File: src/rtl/rbc_pkg.sv
package rbc_pkg;
  localparam int SLOTS      = 2;
  localparam int BYTE_W     = 8;
  localparam int NBND       = 2 * SLOTS + 2;
  localparam int IDX_W      = (SLOTS > 1) ? $clog2(SLOTS) : 1;
  localparam int ERR_W      = IDX_W + 2;
  localparam int MB_W       = BYTE_W + 4;
  localparam int MB_PER_BIT = 4;
  localparam int UNIT_MB    = 32;
  localparam int MIN_MB     = 32;
  localparam int MAX_MB     = 256;
  localparam logic [BYTE_W-1:0] TYPE_OK = 8'h04;
  localparam logic [BYTE_W-1:0] CYC_OK  = 8'h75;
  localparam logic [BYTE_W-1:0] ACC_OK  = 8'h54;

  typedef enum logic [1:0] {
    ERR_NONE   = 2'b00,
    ERR_TIMING = 2'b01,
    ERR_SMALL  = 2'b10,
    ERR_LARGE  = 2'b11
  } errKind_e;

  typedef struct packed {
    logic             clrRun;
    logic             ldStep;
    logic [IDX_W-1:0] stepIdx;
  } ctrlStrobe_t;
endpackage

File: src/rtl/rbcSlotDecode.sv
module rbcSlotDecode
  import rbc_pkg::*;
(
  input  logic [BYTE_W-1:0] memType,
  input  logic [BYTE_W-1:0] bankCnt,
  input  logic [BYTE_W-1:0] density,
  input  logic [BYTE_W-1:0] cycleTime,
  input  logic [BYTE_W-1:0] accessTime,
  output errKind_e          kind,
  output logic [BYTE_W-1:0] units1,
  output logic [BYTE_W-1:0] units2
);
  logic [MB_W-1:0] s1Bit;
  logic [MB_W-1:0] s1Mb;
  logic            present;
  logic            single;
  logic            dual;

  always_comb begin
    s1Bit = '0;
    for (int b = 0; b < BYTE_W; b++) begin
      if (density[b]) s1Bit = MB_W'(1) << b;
    end
    s1Mb    = s1Bit * MB_W'(MB_PER_BIT);
    present = (memType == TYPE_OK);
    single  = (density != '0) && (MB_W'(density) == s1Bit);
    dual    = (bankCnt > BYTE_W'(1));

    if (!present)                                        kind = ERR_NONE;
    else if (cycleTime != CYC_OK || accessTime != ACC_OK) kind = ERR_TIMING;
    else if (s1Mb < MB_W'(MIN_MB))                         kind = ERR_SMALL;
    else if (s1Mb > MB_W'(MAX_MB))                         kind = ERR_LARGE;
    else                                                  kind = ERR_NONE;

    units1 = present ? BYTE_W'(s1Mb / MB_W'(UNIT_MB)) : '0;
    units2 = (present && dual && single) ? units1 : '0;
  end
endmodule

File: src/rtl/rbcDatapath.sv
module rbcDatapath
  import rbc_pkg::*;
(
  input  logic                         clk,
  input  logic                         rstN,
  input  ctrlStrobe_t                  ctrl,
  input  logic [SLOTS-1:0][BYTE_W-1:0] memType,
  input  logic [SLOTS-1:0][BYTE_W-1:0] bankCnt,
  input  logic [SLOTS-1:0][BYTE_W-1:0] density,
  input  logic [SLOTS-1:0][BYTE_W-1:0] cycleTime,
  input  logic [SLOTS-1:0][BYTE_W-1:0] accessTime,
  output logic                         stepErr,
  output logic [NBND-1:0][BYTE_W-1:0]  bnd,
  output logic                         errFlag,
  output logic [ERR_W-1:0]             errCode
);
  errKind_e                    kindArr [SLOTS];
  logic [SLOTS-1:0][BYTE_W-1:0] u1Arr;
  logic [SLOTS-1:0][BYTE_W-1:0] u2Arr;
  logic [BYTE_W-1:0]           acc;
  logic [BYTE_W-1:0]           sum1;
  logic [BYTE_W-1:0]           sum2;
  errKind_e                    curKind;
  logic                        lastStep;

  for (genvar k = 0; k < SLOTS; k++) begin : g_dec
    rbcSlotDecode dec_i (
      .memType   (memType[k]),
      .bankCnt   (bankCnt[k]),
      .density   (density[k]),
      .cycleTime (cycleTime[k]),
      .accessTime(accessTime[k]),
      .kind      (kindArr[k]),
      .units1    (u1Arr[k]),
      .units2    (u2Arr[k])
    );


    side_pair_chk: assert property (@(posedge clk) disable iff (!rstN)
      (u2Arr[k] != '0) |-> (u2Arr[k] == u1Arr[k]));
  end

  always_comb begin
    curKind  = kindArr[ctrl.stepIdx];
    stepErr  = ctrl.ldStep && (curKind != ERR_NONE);
    sum1     = acc + u1Arr[ctrl.stepIdx];
    sum2     = sum1 + u2Arr[ctrl.stepIdx];
    lastStep = (int'(ctrl.stepIdx) == SLOTS - 1);
  end

  always_ff @(posedge clk) begin
    if (!rstN) begin
      acc     <= '0;
      bnd     <= '0;
      errFlag <= 1'b0;
      errCode <= '0;
    end else if (ctrl.clrRun) begin
      acc     <= '0;
      errFlag <= 1'b0;
      errCode <= '0;
    end else if (ctrl.ldStep) begin
      if (curKind != ERR_NONE) begin
        errFlag <= 1'b1;
        errCode <= {ctrl.stepIdx, curKind};
      end else begin
        acc <= sum2;
        for (int k = 0; k < NBND; k++) begin
          if (k == 2 * int'(ctrl.stepIdx))     bnd[k] <= sum1;
          if (k == 2 * int'(ctrl.stepIdx) + 1) bnd[k] <= sum2;
          if (lastStep && k >= NBND - 2)       bnd[k] <= sum2;
        end
      end
    end
  end


  err_kind_chk: assert property (@(posedge clk) disable iff (!rstN)
    $rose(errFlag) |-> (errCode[1:0] != 2'b00));
endmodule

File: src/rtl/rbcControl.sv
module rbcControl
  import rbc_pkg::*;
(
  input  logic        clk,
  input  logic        rstN,
  input  logic        start,
  input  logic        stepErr,
  output ctrlStrobe_t ctrl,
  output logic        bndValid
);
  logic             busy;
  logic [IDX_W-1:0] idxQ;
  logic             lastIdx;

  always_comb begin
    lastIdx      = (int'(idxQ) == SLOTS - 1);
    ctrl.clrRun  = start && !busy;
    ctrl.ldStep  = busy;
    ctrl.stepIdx = idxQ;
  end

  always_ff @(posedge clk) begin
    if (!rstN) begin
      busy     <= 1'b0;
      idxQ     <= '0;
      bndValid <= 1'b0;
    end else begin
      bndValid <= busy && lastIdx && !stepErr;
      if (ctrl.clrRun) begin
        busy <= 1'b1;
        idxQ <= '0;
      end else if (busy) begin
        if (stepErr || lastIdx) busy <= 1'b0;
        else                    idxQ <= idxQ + IDX_W'(1);
      end
    end
  end


  valid_pulse_chk: assert property (@(posedge clk) disable iff (!rstN)
    bndValid |=> !bndValid);


  run_launch_chk: assert property (@(posedge clk) disable iff (!rstN)
    (start && !busy) |=> (busy && idxQ == '0));


  err_stop_chk: assert property (@(posedge clk) disable iff (!rstN)
    stepErr |=> (!busy && !bndValid));
endmodule

File: src/rtl/rowBoundCalc.sv
module rowBoundCalc
  import rbc_pkg::*;
(
  input  logic                         clk,
  input  logic                         rstN,
  input  logic                         start,
  input  logic [SLOTS-1:0][BYTE_W-1:0] memType,
  input  logic [SLOTS-1:0][BYTE_W-1:0] bankCnt,
  input  logic [SLOTS-1:0][BYTE_W-1:0] density,
  input  logic [SLOTS-1:0][BYTE_W-1:0] cycleTime,
  input  logic [SLOTS-1:0][BYTE_W-1:0] accessTime,
  output logic [NBND-1:0][BYTE_W-1:0]  bnd,
  output logic                         bndValid,
  output logic                         errFlag,
  output logic [ERR_W-1:0]             errCode
);
  ctrlStrobe_t ctrl;
  logic        stepErr;

  rbcControl ctl_i (
    .clk     (clk),
    .rstN    (rstN),
    .start   (start),
    .stepErr (stepErr),
    .ctrl    (ctrl),
    .bndValid(bndValid)
  );

  rbcDatapath dp_i (
    .clk       (clk),
    .rstN      (rstN),
    .ctrl      (ctrl),
    .memType   (memType),
    .bankCnt   (bankCnt),
    .density   (density),
    .cycleTime (cycleTime),
    .accessTime(accessTime),
    .stepErr   (stepErr),
    .bnd       (bnd),
    .errFlag   (errFlag),
    .errCode   (errCode)
  );


  valid_no_err_chk: assert property (@(posedge clk) disable iff (!rstN)
    bndValid |-> !errFlag);


  top_copy_chk: assert property (@(posedge clk) disable iff (!rstN)
    bndValid |-> (bnd[NBND-1] == bnd[NBND-3] && bnd[NBND-2] == bnd[NBND-3]));


  monotone_chk: assert property (@(posedge clk) disable iff (!rstN)
    bndValid |-> (bnd[1] >= bnd[0] && bnd[2] >= bnd[1] && bnd[3] >= bnd[2]));
endmodule

File: config.mk
export PLATFORM = sky130hd
export DESIGN_NAME = rowBoundCalc
export DESIGN_NICKNAME = d
export VERILOG_FILES = /design/src/rtl/rbc_pkg.sv /design/src/rtl/rbcSlotDecode.sv /design/src/rtl/rbcDatapath.sv /design/src/rtl/rbcControl.sv /design/src/rtl/rowBoundCalc.sv
export SDC_FILE = /design/constraint.sdc
export NUM_CORES = 1
export LEC_CHECK = 0
export BUFFER_PORTS_ARGS = -buffer_cell sky130_fd_sc_hd__buf_4
export CORE_AREA = 2 2 91 93
export DETAILED_ROUTE_END_ITERATION = 6
export DIE_AREA = 0 0 93 95
export PLACE_DENSITY = 0.69
export SLEW_MARGIN = 20
export SYNTH_ARGS = -nofsm -noshare
export SYNTH_HDL_FRONTEND = slang
export SYNTH_SLANG_ARGS = --single-unit
File: constraint.sdc
create_clock -name clk -period 5 [get_ports clk]
set_clock_uncertainty 0.05 [all_clocks]
set_input_delay 1 -clock clk [delete_from_list [all_inputs] [get_ports clk]]
set_output_delay 1 -clock clk [all_outputs]
set_load 0.01 [all_outputs]
==> metrics.txt, run 1 <==
status finished, final reports clean; cell accounting for the most synthesized area dfxtp_1; synth top area cells dfxtp_1, mux2i_1, nand2_1; Critical Path RT 5.10 ns; initial antenna violation count 0; synthesized area 0.00309 sq mm; simple-gate share of the synthesized area 0.282; P_leak 1.83 nW; # port buffers 133; Layout area overhead 32.6%; worst-path fanout max 4; vias in the first global route 2838; RSZ-0062 raised after global routing no; final setup fails 0; CP startpoint kind primary input; total chip power 0.000753 W; Max-Cap Viols 0; Initial Utilization 0.389; hold_buf cts 0; largest net degree at the start of global routing 40; Reg2Reg Depth 15; Final Net Count 558; first-pass GRT wire length 12700 um; post-synth top area share 0.305; routed wire length 7800 um; Hold EP dp_i.bnd[21]; hold crit path type flip-flop to flip-flop; Tot GR Track Use 0.178; CTS Sinks 47; RR Endpoint dp_i.bnd[14]; sequential element share of the synthesized area 0.305; Final Hold Viols 0; crit path DAT 4.66 ns; Clock Path Buffers 2; fin crit share 0.912; DR WL/cell 13.7 um; vias 2940; CTS tree done; ys async rst share 0; slowest stage cell on the critical path fa_1; CTS Buf Count 5; clk root buf clkbuf_8; Synth Area in XOR/XNOR 0.0284; Hold Crit Depth 2; critical path launch point memType[13]; layout cell share with drive strength beyond 1 0.360; post-place setup slack 0.161 ns; Distinct cells, synth 64; CP cell instances buf_4 -> nor4_2 -> nand3_1 -> nor4_1 -> nand3b_1 -> nand2_1 -> ha_1 -> inv_1 -> fa_1 -> xnor2_1 -> ha_1 -> nor2b_1 -> o21ai_0 -> a21boi_0 -> o21ai_1 -> xor2_1 -> o22ai_1; Final WS setup 0.438 ns; Die W 93 um; largest family of logic cells by synthesized area simple AND/OR/NAND/NOR gates; cell repeated most along the worst path ha_1; setup slack, reg-to-reg 1.04 ns; Max stage delay on crit path 0.40 ns; main flop type after synthesis dfxtp_1; number of flops mapped to enable cells by yosys 0; worst-margin pin slew 0.976 ns; die outline area 0.00884 sq mm; clk slew on worst S/H paths 0.09 ns; post_cts resized 0; setup bufs post-CTS 0; WHS 0.408 ns; total grt overflow 0; Compound-Gate Fraction of Synth Area 0.175; synth warn 0; HP Start dp_i.bnd[21]; mux contribution to synthesized area 0.0673; Yosys reg bits 47; post-DR vias/cell 5.17; die height 95 um; antenna cells 0; RR Startpoint ctl_i.idxQ; syn nets 449; htree depth 2; Avg Cell Area, Syn 8.72 sq um; Final ANT Viol Nets 0; clk_lat worst skew 0.30 ns; I/O Pins 136; maximum VDD drop 97.4 uV; pwr/cell area 184 mW/mm^2; Relative slew margins 0.349; RD Place Congestion 0.840; WP buf/inv 2; highest achievable clock rate 219 MHz; adder-cell share of the synthesized area 0.0567; Post-route DRC 0; dpl hpwl 6290 um; Core Area 0.00793 sq mm; Final Slew Violations 0; Top delay family on crit path simple AND/OR/NAND/NOR gates; setup tns final 0 ns; minimum clock period 4.56 ns; crit end category flip-flop; Post-Syn Instances 354; DR iter-0 viols 97; # rows 33; Pre-Repair DR Iteration Count 4; CP Class primary input to flip-flop
==> worst register-to-register path, cell delays in order (launching register included) <==
cell	delay [ns]
dfxtp_1	0.55
nand3_1	0.21
nor4_1	0.31
nand3b_1	0.16
nand2_1	0.10
ha_1	0.21
inv_1	0.07
fa_1	0.40
xnor2_1	0.32
ha_1	0.34
nor2b_1	0.14
o21ai_0	0.21
a21boi_0	0.16
o21ai_1	0.18
xor2_1	0.28
o22ai_1	0.13
==> logic make-up (layout without fill, tap and decap cells) <==
group,Yosys count,in the layout
AND/OR/NAND/NOR,148,148
AO/OA/AOI/OAI,73,73
flip-flops,47,47
buffers and inverters,43,153
multiplexers,20,20
adder cells (fa/ha/maj),13,13
XOR/XNOR,10,10
==> power by group <==
part	switching (W)	total (W)	internal [W]
clock network	0.000131	0.000244	0.000113
registers	0.00000533	0.000385	0.000380
logic	0.0000540	0.000124	0.0000704
total	0.000190	0.000753	0.000563
==> registers in the layout, summed over array words and instances (netlist names) <==
signal          flops
dp_i.acc            8
ctl_i.bndValid      1
ctl_i.busy          1
ctl_i.idxQ          1
dp_i.bnd           32
dp_i.errCode        3
dp_i.errFlag        1
==> worst max path at each step <==
stage	to	slack (ns)	depth (start not counted)
finish	dp_i.bnd[14]	0.44	17
global route	dp_i.bnd[14]	0.14	17
CTS	dp_i.bnd[14]	0.47	17
detailed placement	dp_i.bnd[14]	0.16	17
global placement	dp_i.bnd[14]	0.24	17
floorplan	dp_i.bnd[14]	0.88	17
==> Yosys cell counts, types with 9 or more instances <==
library cell / number
nand3_1: 9
inv_1: 12
dfxtp_1: 47
mux2i_1: 17
nor2_1: 23
nand2_1: 44
a21boi_1: 12
o21ai_0: 16
ha_1: 10
buf_4: 19
nor2b_1: 11
==> through the flow <==
step,instance area [sq um],instances,util
2_1_floorplan,3090,354,-
3_3_place_gp,4000,561,0.504
3_5_place_dp,4000,561,0.504
4_1_cts,4090,569,0.516
5_1_grt,4090,569,0.516
6_report,4090,569,0.516
==> layer usage <==
layer	part of all wire	vias up	GRT usage	wire length (um)
met1	0.41	1356	0.209	3170
met5	0	-	0	0
met4	0.016	0	0.0625	123
li1	-	1471	-	-
met3	0.058	12	0.0295	455
met2	0.52	101	0.329	4060
==> layout by cell type (no fill, tap or decap), types with 3 or more instances in the layout <==
master,synthesis,layout
a21boi_0,3,3
a21boi_1,12,12
a21o_1,3,3
a21oi_1,7,7
and3_1,4,4
buf_4,19,133
clkbuf_8,0,6
dfxtp_1,47,47
ha_1,10,10
inv_1,12,12
mux2i_1,17,17
nand2_1,44,44
nand2b_1,7,7
nand3_1,9,9
nand3b_1,3,3
nand4_1,4,4
nor2_1,23,23
nor2b_1,11,11
nor3_1,4,4
nor3b_1,4,4
nor4_1,3,3
nor4_2,3,3
nor4b_2,4,4
nor4bb_1,4,4
o211a_1,6,6
o21ai_0,16,16
o21ai_1,4,4
xnor2_1,5,5
xor2_1,5,5
==> area by class of cell <==
type                       instances  area [sq um]
clock buffer                       6          82.6
clock inverter                     2          16.3
tap                              105           131
multi-input combinational        264          1880
fill                             770          3830
inverter                          12          45.0
sequential                        47           941
timing repair buffer             133           998
No activity file was read; power rests on OpenSTA's default activity.
==> run 2: changes to the inputs <==
--- a/config.mk
+++ b/config.mk
@@ -6,10 +6,12 @@
 export NUM_CORES = 1
 export LEC_CHECK = 0
 export BUFFER_PORTS_ARGS = -buffer_cell sky130_fd_sc_hd__buf_4
-export CORE_AREA = 2 2 91 93
+export CELL_PAD_IN_SITES_DETAIL_PLACEMENT = 1
+export CELL_PAD_IN_SITES_GLOBAL_PLACEMENT = 2
+export CORE_AREA = 2 2 110 112
 export DETAILED_ROUTE_END_ITERATION = 6
-export DIE_AREA = 0 0 93 95
-export PLACE_DENSITY = 0.69
+export DIE_AREA = 0 0 112 114
+export PLACE_DENSITY_LB_ADDON = 0.1
 export SLEW_MARGIN = 20
 export SYNTH_ARGS = -nofsm -noshare
 export SYNTH_HDL_FRONTEND = slang
==> run 2 against run 1 <==
Maximum frequency increased by 0.10%. Combinational power about the same. Clock power increased by 74%. Largest power group is now clock. Die area increased by 45%. Critical path type unchanged. Highest routed layer unchanged.
==> metrics.txt, run 2 (synthesis gave the netlist of run 1 again) <==
global routing met2 resource utilization 0.286 (-0.0428); combinational power share 0.135 (-0.030); worst-margin pin slew 0.932 ns (-0.0439 ns); Relative slew margins 0.378 (+0.0292); RD Place Congestion 0.737 (-12%); antenna cells 0 (unchanged); DR WL/cell 15.0 um (+9.7%); RSZ-0062 raised after global routing no; WP buf/inv 2 (unchanged); CP cell instances buf_4 -> nor4b_2 -> nand3_1 -> nor4_1 -> nand3b_1 -> nand2_1 -> ha_1 -> inv_1 -> fa_1 -> fa_1 -> nor2b_1 -> o21ai_0 -> a21boi_0 -> o21ai_1 -> xor2_1 -> o22ai_1; Largest Register dp_i.bnd; Clock Power Share 0.453 (+0.130); crit end category flip-flop; Max stage delay on crit path 0.56 ns (+0.16 ns); dpl hpwl 7570 um (+20%); CTS Sinks 47 (unchanged); clk root buf clkbuf_16; worst-path fanout max 4 (unchanged); status finished, final reports clean; Layout area overhead 38.2%; Switching Power 0.000198 W (+4.2%); CP Class primary input to flip-flop; highest achievable clock rate 219 MHz (+0.10%); Clock Path Buffers 2 (unchanged); Largest register FFs 32 (unchanged); Hold Crit Depth 2 (unchanged); Largest regs dp_i.bnd (32), dp_i.acc (8), dp_i.errCode (3); cell repeated most along the worst path fa_1; Initial Utilization 0.264 (-0.126); Pre-Repair DR Iteration Count 4 (unchanged); slowest stage cell on the critical path fa_1; minimum clock period 4.56 ns (-0.00459 ns); total grt overflow 0 (unchanged); vias in the first global route 3078 (+8.5%); # port buffers 133 (unchanged); Top delay family on crit path simple AND/OR/NAND/NOR gates; P_leak 1.90 nW (+3.5%); Register Area 941 sq um (unchanged); die outline area 0.0128 sq mm (+45%); vias 2981 (+1.4%); first-pass GRT wire length 14800 um (+16%); Final Slew Violations 0 (unchanged); Flop pwr share 0.413 (-0.098); final setup fails 0 (unchanged); multi-input logic area 0.00188 sq mm (unchanged); total chip power 0.000935 W (+24%); initial antenna violation count 0 (unchanged); Final ANT Viol Nets 0 (unchanged); busiest grt layer met2; Final WS setup 0.443 ns (+0.00459 ns); setup tns final 0 ns (unchanged); Core Area 0.0117 sq mm (+48%); layout cell share with drive strength beyond 1 0.363 (+0.00333); die height 114 um (+20%); Switching Share 0.212 (-0.0406); Reg2Reg Depth 14 (-1); Fill cells 1406 (+83%); met1 Track Usage GR 0.161 (-0.0481); Layout Cell Area excl Fill 0.00427 sq mm (+4.2%); clk slew on worst S/H paths 0.06 ns (-0.03 ns); WHS 0.410 ns (+0.00165 ns); crit path DAT 4.63 ns (-0.03 ns); GR Util met3 0.0255 (-0.00402); hold_buf cts 0 (unchanged); CTS Buf Count 5 (unchanged); Post-route DRC 0 (unchanged); Final Hold Viols 0 (unchanged); post-DR vias/cell 4.85 (-6.2%); CP startpoint kind primary input; # rows 40 (+21%); RR Endpoint dp_i.bnd[14]; fin crit share 0.911 (-0.000919); htree depth 2 (unchanged); Max-Cap Viols 0 (unchanged); routed wire length 9250 um (+19%); Hold EP dp_i.bnd[21]; Die W 112 um (+20%); setup bufs post-CTS 0 (unchanged); I/O Pins 136 (unchanged); CTS tree done; largest net degree at the start of global routing 40 (unchanged); HP Start dp_i.bnd[21]; Post-DP Area 0.00408 sq mm (+2.1%); setup slack, reg-to-reg 1.06 ns (+0.02 ns); clk_lat worst skew 0.28 ns (-0.02 ns); hold crit path type flip-flop to flip-flop; Final Net Count 562 (+0.72%); internal cell power 0.000737 W (+31%); commonest cells after routing, fill and taps aside buf_4, dfxtp_1, nand2_1; Tot GR Track Use 0.143 (-0.0349); post_cts resized 0 (unchanged); RR Startpoint ctl_i.idxQ; Critical Path RT 5.07 ns (-0.03 ns); post-place setup slack 0.0771 ns (-0.0839 ns); commonest non-fill, non-tap cell in the layout buf_4; pwr/cell area 219 mW/mm^2 (+19%); maximum VDD drop 140 uV (+44%); DR iter-0 viols 87 (-10%)
[run 2: cell types whose count changed in the layout (fill, tap and decap cells not counted), sizes merged]
| cell | change |
|---|---|
| bufinv | +2 |
| clkinvlp | -1 |
| buf | +4 |
| clkinv | -1 |
[run 2: cell type report]
cell class              instances  share of cell area
clock buffers                   6              0.0302
repair buffers                137               0.241
well taps                     147              0.0431
clock inverters                 2              0.0141
multi-input cells             264               0.440
flip-flops and latches         47               0.221
inverters                      12              0.0106
[run 2: worst max path at each step]
| stage | start | to | slack (ns) | depth (start not counted) |
|---|---|---|---|---|
| after floorplan | memType[9] | dp_i.bnd[14] | 0.88 | 17 |
| after global placement | memType[13] | dp_i.bnd[14] | 0.18 | 17 |
| after detailed placement | memType[9] | dp_i.bnd[14] | 0.08 | 17 |
| after CTS | memType[9] | dp_i.bnd[14] | 0.39 | 16 |
| after global routing | memType[9] | dp_i.bnd[14] | 0.13 | 17 |
| final | memType[9] | dp_i.bnd[14] | 0.44 | 16 |
[run 2: power groups by stage]
stage / Sequential, W / Combinational, W / Clock [W]
4_1_cts: 0.000386 / 0.000128 / 0.000440
2_1_floorplan: 0.000394 / 0.0000571 / 0
3_3_place_gp: 0.000394 / 0.000126 / 0
5_1_grt: 0.000387 / 0.000138 / 0.000454
6_report: 0.000386 / 0.000126 / 0.000424
3_5_place_dp: 0.000394 / 0.000128 / 0
[run 2: per-layer routing]
layer  up-vias  part of all wire
met1      1416              0.40
met3         2             0.052
li1       1475                 -
met4         0            0.0050
met5         -                 0
met2        88              0.55
[run 2: metrics by stage]
stage,instances,util
after CTS,615,0.364
after floorplan,354,-
after global placement,607,0.348
after global routing,615,0.364
final,615,0.364
after detailed placement,607,0.348
[run 2: tightest hold or removal path: stages, from the launching register on]
cell and delay (ns):
dfxtp_1 0.31, nand2_1 0.05, a21boi_1 0.05
==> run 3: changes to the inputs <==
--- a/config.mk
+++ b/config.mk
@@ -5,7 +5,7 @@
 export SDC_FILE = /design/constraint.sdc
 export NUM_CORES = 1
 export LEC_CHECK = 0
-export BUFFER_PORTS_ARGS = -buffer_cell sky130_fd_sc_hd__buf_4
+export BUFFER_PORTS_ARGS = -buffer_cell sky130_fd_sc_hd__buf_2
 export CELL_PAD_IN_SITES_DETAIL_PLACEMENT = 1
 export CELL_PAD_IN_SITES_GLOBAL_PLACEMENT = 2
 export CORE_AREA = 2 2 110 112
==> run 3 against run 2 <==
Sequential power is essentially flat. Clock power down 24%. Highest routed layer unchanged. First-iteration DRC count shrank 59%. Final cell count up 0.16%. Register-to-register slack hardly changed. Largest cell class unchanged.
==> metrics.txt, run 3 (synthesis gave the netlist of run 1 again) <==
CTS tree done; initial antenna violation count 0 (unchanged); die height 114 um (unchanged); post-place setup slack 0.101 ns (+0.0234 ns); first-pass GRT wire length 14400 um (-2.4%); Largest register FFs 32 (unchanged); Relative slew margins 0.348 (-0.0304); setup tns final 0 ns (unchanged); minimum clock period 4.56 ns (+0.00372 ns); Tot GR Track Use 0.140 (-0.00346); status finished, final reports clean; Die W 112 um (unchanged); worst-margin pin slew 0.978 ns (+0.0455 ns); hold crit path type flip-flop to flip-flop; commonest non-fill, non-tap cell in the layout buf_2; I/O Pins 136 (unchanged); Final WS setup 0.439 ns (-0.00372 ns); # rows 40 (unchanged); Critical Path RT 5.08 ns (about the same); fin crit share 0.912 (about the same); Pre-Repair DR Iteration Count 4 (unchanged); dpl hpwl 7410 um (-2.1%); largest net degree at the start of global routing 40 (unchanged); Max-Cap Viols 0 (unchanged); layout cell share with drive strength beyond 1 0.365 (+0.00136); vias in the first global route 2972 (-3.4%); Layout area overhead 26.1%; total grt overflow 0 (unchanged); CP Class primary input to flip-flop; crit path DAT 4.64 ns (about the same); post-DR vias/cell 4.82 (-0.63%); Initial Utilization 0.264 (unchanged); worst-path fanout max 3 (-1); Final ANT Viol Nets 0 (unchanged); CP startpoint kind primary input; clk root buf clkbuf_16; P_leak 1.81 nW (-4.4%); antenna cells 0 (unchanged); highest achievable clock rate 219 MHz (about the same); clk slew on worst S/H paths 0.06 ns (about the same); CTS Buf Count 5 (unchanged); Largest regs dp_i.bnd (32), dp_i.acc (8), dp_i.errCode (3); setup bufs post-CTS 0 (unchanged); maximum VDD drop 136 uV (-3.4%); crit end category flip-flop; die outline area 0.0128 sq mm (unchanged); Final Hold Viols 0 (unchanged); pwr/cell area 209 mW/mm^2 (-4.6%); post_cts resized 0 (unchanged); final setup fails 0 (unchanged); DR iter-0 viols 36 (-59%); CTS Sinks 47 (unchanged); RSZ-0062 raised after global routing no; # port buffers 133 (unchanged); Final Net Count 563 (+0.18%); Post-route DRC 0 (unchanged); Largest Register dp_i.bnd; DR WL/cell 14.6 um (-3.2%); hold_buf cts 0 (unchanged); clk_lat worst skew 0.28 ns (about the same); Fill cells 1426 (+1.4%); routed wire length 8970 um (-3.1%); Core Area 0.0117 sq mm (unchanged); vias 2967 (-0.47%); Clock Path Buffers 2 (unchanged); Final Slew Violations 0 (unchanged); RD Place Congestion 0.729 (-1.0%); htree depth 2 (unchanged); commonest cells after routing, fill and taps aside buf_2, dfxtp_1, nand2_1
-- run 3: cell count changes in the layout (fill, tap and decap cells not counted), sizes merged --
cell	previous run	this run
clkinvlp	0	1
bufinv	2	0
clkinv	0	1
buf	137	138
-- run 3: area by class of cell --
cell class / instances / area (sq um) / area share
clock buffer: 6 / 129 / 0.0331
clock inverter: 2 / 12.5 / 0.00321
inverter: 12 / 45.0 / 0.0116
multi-input combinational: 264 / 1880 / 0.483
sequential: 47 / 941 / 0.242
tap: 147 / 184 / 0.0472
timing repair buffer: 138 / 703 / 0.181
-- run 3: worst paths after layout --
| kind | start | to | slack (ns) | cells after the start |
|---|---|---|---|---|
| setup / recovery | memType[13] | dp_i.bnd[14] | 0.44 | 17 |
| hold / removal | dp_i.bnd[21] | dp_i.bnd[21] | 0.41 | 2 |
| setup reg to reg | ctl_i.idxQ | dp_i.bnd[14] | 1.05 | 15 |
| hold reg to reg | dp_i.bnd[21] | dp_i.bnd[21] | 0.41 | 2 |
-- run 3: where the power goes --
group / switching [W] / internal (W) / total [W]
clock: 0.000138 / 0.000185 / 0.000323
sequential: 0.00000570 / 0.000380 / 0.000386
combinational: 0.0000544 / 0.0000510 / 0.000105
-- run 3: layer usage --
layer / vias up / part of all wire / track usage
met5: - / 0 / 0
met4: 0 / 0.0066 / 0.0268
met3: 6 / 0.049 / 0.0260
met2: 91 / 0.54 / 0.282
met1: 1389 / 0.41 / 0.152
li1: 1481 / - / -
-- run 3: worst max-delay path, stage by stage --
cell      delay [ns]
buf_2           0.10
nor4_2          0.37
nand3_1         0.17
nor4_1          0.30
nand3b_1        0.17
nand2_1         0.10
ha_1            0.22
inv_1           0.08
fa_1            0.40
xnor2_1         0.32
ha_1            0.30
nor2b_1         0.13
o21ai_0         0.19
a21boi_0        0.15
o21ai_1         0.18
xor2_1          0.33
o22ai_1         0.14
-- run 3: through the flow --
stage,hold WS (ns),total power [W],cell area (sq um),instances,utilization
3_5_place_dp,0.398,0.000502,3750,608,0.320
2_1_floorplan,0.413,0.000451,3090,354,-
3_3_place_gp,0.395,0.000500,3750,608,0.320
5_1_grt,0.432,0.000852,3890,616,0.332
4_1_cts,0.409,0.000830,3890,616,0.332
6_report,0.407,0.000814,3890,616,0.332
